$ cat src/rtl/adc_seq_pkg.sv
package adc_seq_pkg;
  typedef enum logic [2:0] {
    ST_IDLE  = 3'd0,
    ST_SETUP = 3'd1,
    ST_ARM   = 3'd2,
    ST_LATCH = 3'd3,
    ST_WFALL = 3'd4,
    ST_WRISE = 3'd5,
    ST_READ  = 3'd6
  } seq_state_t;
endpackage

$ cat src/rtl/adc_clkgen.sv
module adc_clkgen #(
  parameter int CLK_HALF = 4
) (
  input  logic clk,
  input  logic rst,
  output logic adc_clk
);
  localparam int CW = $clog2(CLK_HALF + 1);
  localparam logic [CW-1:0] LAST = CW'(CLK_HALF - 1);

  logic [CW-1:0] cnt;

  always_ff @(posedge clk) begin
    if (rst) begin
      cnt     <= '0;
      adc_clk <= 1'b0;
    end else if (cnt == LAST) begin
      cnt     <= '0;
      adc_clk <= ~adc_clk;
    end else begin
      cnt <= cnt + 1'b1;
    end
  end

  // the divided clock never toggles two cycles running when the half period exceeds one
  p_clk_no_glitch_r9: assert property (@(posedge clk) disable iff (rst)
    (CLK_HALF > 1 && $changed(adc_clk)) |=> $stable(adc_clk));
endmodule

$ cat src/rtl/adc_phase_timer.sv
module adc_phase_timer #(
  parameter int LIMIT = 3
) (
  input  logic clk,
  input  logic rst,
  input  logic run,
  output logic done
);
  localparam int CW = $clog2(LIMIT + 1);
  localparam logic [CW-1:0] LAST = CW'(LIMIT - 1);

  logic [CW-1:0] cnt;

  assign done = run && (cnt == LAST);

  always_ff @(posedge clk) begin
    if (rst || !run || done) cnt <= '0;
    else                     cnt <= cnt + 1'b1;
  end
endmodule

$ cat src/rtl/adc_seq_ctrl.sv
module adc_seq_ctrl
  import adc_seq_pkg::*;
#(
  parameter int CHAN_W      = 3,
  parameter int DATA_W      = 8,
  parameter int HOLD_CYC    = 3,
  parameter int CLK_HALF    = 4,
  parameter int TIMEOUT_CYC = 400
) (
  input  logic              clk,
  input  logic              rst,
  input  logic              req_valid,
  input  logic [CHAN_W-1:0] req_chan,
  output logic              ready,
  output logic [CHAN_W-1:0] adc_addr,
  output logic              adc_ale,
  output logic              adc_start,
  output logic              adc_oe,
  output logic              adc_clk,
  input  logic              adc_eoc,
  input  logic [DATA_W-1:0] adc_data,
  output logic              res_valid,
  output logic [DATA_W-1:0] res_data,
  output logic [CHAN_W-1:0] res_chan,
  output logic              err_timeout
);
  seq_state_t state, nxt;
  logic [1:0] eoc_sync;
  logic       eoc_s;
  logic       timed, waiting, hold_done, wd_expire, accept;

  assign eoc_s   = eoc_sync[1];
  assign accept  = (state == ST_IDLE) && req_valid;
  assign timed   = (state == ST_SETUP) || (state == ST_ARM) ||
                   (state == ST_LATCH) || (state == ST_READ);
  assign waiting = (state == ST_WFALL) || (state == ST_WRISE);

  adc_clkgen #(.CLK_HALF(CLK_HALF)) u_clk (
    .clk(clk), .rst(rst), .adc_clk(adc_clk)
  );

  adc_phase_timer #(.LIMIT(HOLD_CYC)) u_hold (
    .clk(clk), .rst(rst), .run(timed), .done(hold_done)
  );

  adc_phase_timer #(.LIMIT(TIMEOUT_CYC)) u_wdog (
    .clk(clk), .rst(rst), .run(waiting), .done(wd_expire)
  );

  always_comb begin
    nxt = state;
    unique case (state)
      ST_IDLE:  if (req_valid) nxt = ST_SETUP;
      ST_SETUP: if (hold_done) nxt = ST_ARM;
      ST_ARM:   if (hold_done) nxt = ST_LATCH;
      ST_LATCH: if (hold_done) nxt = ST_WFALL;
      ST_WFALL: if (wd_expire) nxt = ST_IDLE;
                else if (!eoc_s) nxt = ST_WRISE;
      ST_WRISE: if (wd_expire) nxt = ST_IDLE;
                else if (eoc_s) nxt = ST_READ;
      ST_READ:  if (hold_done) nxt = ST_IDLE;
      default:  nxt = ST_IDLE;
    endcase
  end

  always_ff @(posedge clk) begin
    if (rst) begin
      state       <= ST_IDLE;
      eoc_sync    <= 2'b11;
      ready       <= 1'b1;
      adc_addr    <= '0;
      adc_ale     <= 1'b0;
      adc_start   <= 1'b0;
      adc_oe      <= 1'b0;
      res_valid   <= 1'b0;
      res_data    <= '0;
      res_chan    <= '0;
      err_timeout <= 1'b0;
    end else begin
      state     <= nxt;
      eoc_sync  <= {eoc_sync[0], adc_eoc};
      ready     <= (nxt == ST_IDLE);
      adc_ale   <= (nxt == ST_ARM);
      adc_start <= (nxt == ST_ARM) || (nxt == ST_LATCH);
      adc_oe    <= (nxt == ST_READ);
      res_valid <= (state == ST_READ) && hold_done;
      if (accept) begin
        adc_addr    <= req_chan;
        err_timeout <= 1'b0;
      end else if (waiting && wd_expire) begin
        err_timeout <= 1'b1;
      end
      if ((state == ST_READ) && hold_done) begin
        res_data <= adc_data;
        res_chan <= adc_addr;
      end
    end
  end

  // latch strobe and start strobe rise together
  p_strobes_rise_r4: assert property (@(posedge clk) disable iff (rst)
    $rose(adc_ale) |-> $rose(adc_start));
  // start falls only after the latch strobe is already low
  p_start_fall_late_r4: assert property (@(posedge clk) disable iff (rst)
    $fell(adc_start) |-> !$past(adc_ale));
  // the select lines hold while either strobe is high
  p_addr_stable_r3: assert property (@(posedge clk) disable iff (rst)
    (adc_ale || adc_start) |-> $stable(adc_addr));
  // read enable never overlaps the strobes
  p_oe_exclusive_r10: assert property (@(posedge clk) disable iff (rst)
    adc_oe |-> (!adc_ale && !adc_start));
  // the result strobe lasts one cycle
  p_valid_pulse_r7: assert property (@(posedge clk) disable iff (rst)
    res_valid |=> !res_valid);
  // a sequence never starts while the block claims to be idle
  p_busy_on_strobe_r2: assert property (@(posedge clk) disable iff (rst)
    $rose(adc_ale) |-> !ready);
  // an abort never comes with a result
  p_abort_no_result_r8: assert property (@(posedge clk) disable iff (rst)
    $rose(err_timeout) |-> (!res_valid && ready));
  // read enable rises only after end-of-conversion has been high
  p_oe_after_eoc_r6: assert property (@(posedge clk) disable iff (rst)
    $rose(adc_oe) |-> $past(eoc_s));
endmodule

$ cat config.mk
export PLATFORM = sky130hd
export DESIGN_NAME = adc_seq_ctrl
export DESIGN_NICKNAME = d
export VERILOG_FILES = /design/src/rtl/adc_seq_pkg.sv /design/src/rtl/adc_clkgen.sv /design/src/rtl/adc_phase_timer.sv /design/src/rtl/adc_seq_ctrl.sv
export SDC_FILE = /design/constraint.sdc
export NUM_CORES = 1
export LEC_CHECK = 0
export BUFFER_PORTS_ARGS = -buffer_cell sky130_fd_sc_hd__buf_2
export CAP_MARGIN = 20
export CORE_ASPECT_RATIO = 0.5
export CORE_MARGIN = 2
export CORE_UTILIZATION = 30
export DETAILED_ROUTE_END_ITERATION = 8
export PLACE_DENSITY = 0.6
export SLEW_MARGIN = 20
export SYNTH_ARGS = -nofsm -noshare
export SYNTH_HDL_FRONTEND = slang
export SYNTH_SLANG_ARGS = --single-unit
export TNS_END_PERCENT = 50
$ cat constraint.sdc
create_clock -name clk -period 1.7 [get_ports clk]
set_input_delay 0.255 -clock clk [delete_from_list [all_inputs] [get_ports clk]]
set_output_delay 0.255 -clock clk [all_outputs]
set_load 0.005 [all_outputs]
==> results.txt <==
----------------------------------------------------
[Floorplanning]
  Core Footprint ... 4910 um2
  Die Outline Area ... 5710 um2
  Floorplan die height ... 54.5 um
  Starting utilization of the core area ... 0.311
  Number of top-level design ports ... 36
  Floorplan die width ... 105 um
  Number of cell rows ... 18

[Route]
  WL final ... 2840 um
  Wire length per cell after detailed routing ... 10.3 um
  Antenna Violating Nets Remaining ... 0
  Average via count per standard cell ... 4.38
  Number of remaining DRC errors ... 0
  Detailed Route Iter0 Violations ... 33
  Detailed-router iteration count before antenna repair ... 4
  Routed via count ... 1,208

[Final layout]
  Most frequent cells in the layout ... sky130_fd_sc_hd__dfxtp_1, sky130_fd_sc_hd__buf_2, sky130_fd_sc_hd__nand2_1
  Nets ... 224
  Diodes inserted ... 0
  Fraction of layout cells with a size suffix above 1 ... 0.257
  Area Growth Syn to Fin ... 23.3%
  Most frequent standard cell in the layout excluding fill and tap cells ... sky130_fd_sc_hd__dfxtp_1
  # fillers ... 515
  Share of the core filled with cells in the final layout ... 0.384

[STA]
  Period utilization ... 0.941
  Fin. Hold Viols ... 0
  Final setup violation count ... 0
  Max Freq ... 625 MHz
  Unrepaired setup endpoints after global routing ... false
  Actual slew at the worst max-slew pin ... 0.461 ns
  Max-slew violations ... 0
  Final total negative setup slack ... 0 ns
  Relative slew slack ... 0.692
  Shortest clock period the worst path allows after layout ... 1.60 ns
  Layout Skew ... 0.00432 ns

[CTS]
  Clk Latency, worst-skew pair ... 0.28 ns
  Number of buffers created by CTS ... 5
  Clk slew on worst S/H paths ... 0.08 ns
  Clock root buffer master ... sky130_fd_sc_hd__clkbuf_8
  Number of buffers between clock root and the deepest sink ... 2
  Post-CTS setup buffers ... 0
  TritonCTS clock tree ... yes
  CTS H-Tree Depth ... 2
  Clock sink count ... 40

[Pwr]
  Net switching power ... 0.000374 W
  Share of total power in combinational logic ... 0.049
  P_leak ... 0.772 nW
  Cell Int Power ... 0.00144 W
  IR drop worst, VDD ... 321 uV
  Power share of the clock group ... 0.414
  P per Cell Area ... 962 nW/um2
  Part of the total power dissipated in sequential elements ... 0.537
  Switching share of power ... 0.206

[Global routing]
  Global-route total usage across every layer ... 0.106
  Number of antenna violations at the first check in global routing ... 0
  Remaining global-route overflow ... 0
  Wire length of the first global-routing pass ... 4600 um
  Maximum number of pins on one net before global-route repair ... 24
  Vias in the first global route ... 1,039

[Synthesis]
  Gate count of the mapped netlist ... 168
  Sequential fraction of the synthesis area ... 0.524
  Syn Area/Cell ... 9.09 um2
  Number of unique standard cell types used by synthesis ... 39
  Syn nets ... 187
  Proportion of synthesized flip-flops having asynchronous set or reset ... 0
  Combined area of all synthesized cells ... 1530 um2
  Number of storage elements in the synthesis netlist ... 40
  Number of enable-type register cells in the synthesized netlist ... 0
  Top_reg_cell synth ... sky130_fd_sc_hd__dfxtp_1
  Yosys warns ... 0

[Worst setup path]
  Number of stages on the worst setup path ... 6
  Crit path DAT ... 1.80 ns
  Series of cell instances along the critical path ... inv_1, ha_1, and3b_1, a32oi_1, o21ai_0, o31ai_1
  Data required, critical path ... 1.90 ns
  Crit path kind ... reg -> reg
  Crit path max-delay family ... compound AO/OA/AOI/OAI gates
  Library cell contributing the largest single delay on the critical path ... sky130_fd_sc_hd__dfxtp_1
  R2R depth ... 6
  Peak fanout along the critical path ... 8
  Element type at the critical path start ... flip-flop
  Worst stage delay on the critical path ... 0.34 ns
  Number of buffers and inverters on the critical path ... 1
  Crit path capture type ... flip-flop

[Placement]
  DP Wirelength ... 2040 um
  Number of buffers added on ports ... 35
  Global placer's final weighted congestion ... 0.731

[Flow run]
  Number of max-cap violations ... 0

[Outcome]
  Outcome ... complete, no violations

[Hold path]
  Cell count of the worst hold path ... 2
  Classification of the worst-slack hold path ... in -> reg

----------------------------------------------------
## registers in the layout (all words and copies together), names as in the netlist, 2 cells and up
name / count
state: 3
u_wdog.cnt: 9
u_clk.cnt: 3
u_hold.cnt: 2
res_chan: 3
res_data: 8
eoc_sync: 2
adc_addr: 3
## power groups by stage
| stage | Combinational [W] | Sequential, W | Clock, W |
|---|---|---|---|
| 2_1_floorplan | 0.0000565 | 0.000991 | 0 |
| 3_3_place_gp | 0.0000880 | 0.000995 | 0 |
| 3_5_place_dp | 0.0000903 | 0.000996 | 0 |
| 4_1_cts | 0.0000907 | 0.000974 | 0.000786 |
| 5_1_grt | 0.000102 | 0.000978 | 0.000832 |
| 6_report | 0.0000880 | 0.000974 | 0.000751 |
## layout make-up
cell class / count / area [um2] / area share
Clock buffer: 5 / 68.8 / 0.0365
Clock inverter: 3 / 42.5 / 0.0226
Inverter: 5 / 18.8 / 0.00996
Multi-Input combinational cell: 116 / 676 / 0.359
Sequential cell: 40 / 801 / 0.425
Tap cell: 70 / 87.6 / 0.0465
Timing Repair Buffer: 37 / 190 / 0.101
## path summary, 6_finish.rpt
path,startpoint,to,slack (ns)
max,u_hold.cnt[0],ready,0.10
max reg2reg,u_hold.cnt[0],ready,0.10
min reg2reg,eoc_sync[0],eoc_sync[1],0.41
min,adc_eoc,eoc_sync[0],0.16
## logic make-up after synthesis
kind of cell    after synthesis  synth area share
flops                        40             0.524
compound gates               25            0.0983
buf+inv                      12            0.0369
simple gates                 76             0.242
xor+xnor                      8            0.0459
mux                           3            0.0197
fa+ha+maj                     4            0.0328
## per-stage QoR
step	std cells	area, um2	hold WS, ns	setup slack, ns	power (W)
finish	276	1880	0.159	0.101	0.00181
global route	276	1880	0.146	0.0104	0.00191
CTS	276	1880	0.147	0.0557	0.00185
detailed placement	268	1770	0.398	0.0757	0.00109
global placement	268	1770	0.393	0.129	0.00108
floorplan	168	1530	0.359	0.163	0.00105
## layer usage
layer  vias up  routed length (um)  global-route usage
met3         2                 121              0.0393
met1       550                1350               0.121
li1        638                   -                   -
met4         0                  27              0.0600
met5         -                   0                   0
met2        18                1330               0.180
## cells in the mapped netlist (all sizes together) (4+ instances only)
library cell / n / area (um2)
nor2: 23 / 86.3
inv: 5 / 18.8
dfxtp: 40 / 801
nand2: 25 / 93.8
buf: 4 / 26.3
o21ai: 4 / 20.0
nor3: 4 / 25.0
ha: 4 / 50.1
a21oi: 13 / 65.1
nand3: 5 / 25.0
nor2b: 4 / 25.0
xnor2: 5 / 43.8
## timing repair
action	4_1_cts	5_1_grt
hold buffers	0	0
endpoints found under the setup margin	0	2
resized for setup	0	1
Note: power is estimated with default switching activity, not from simulation.
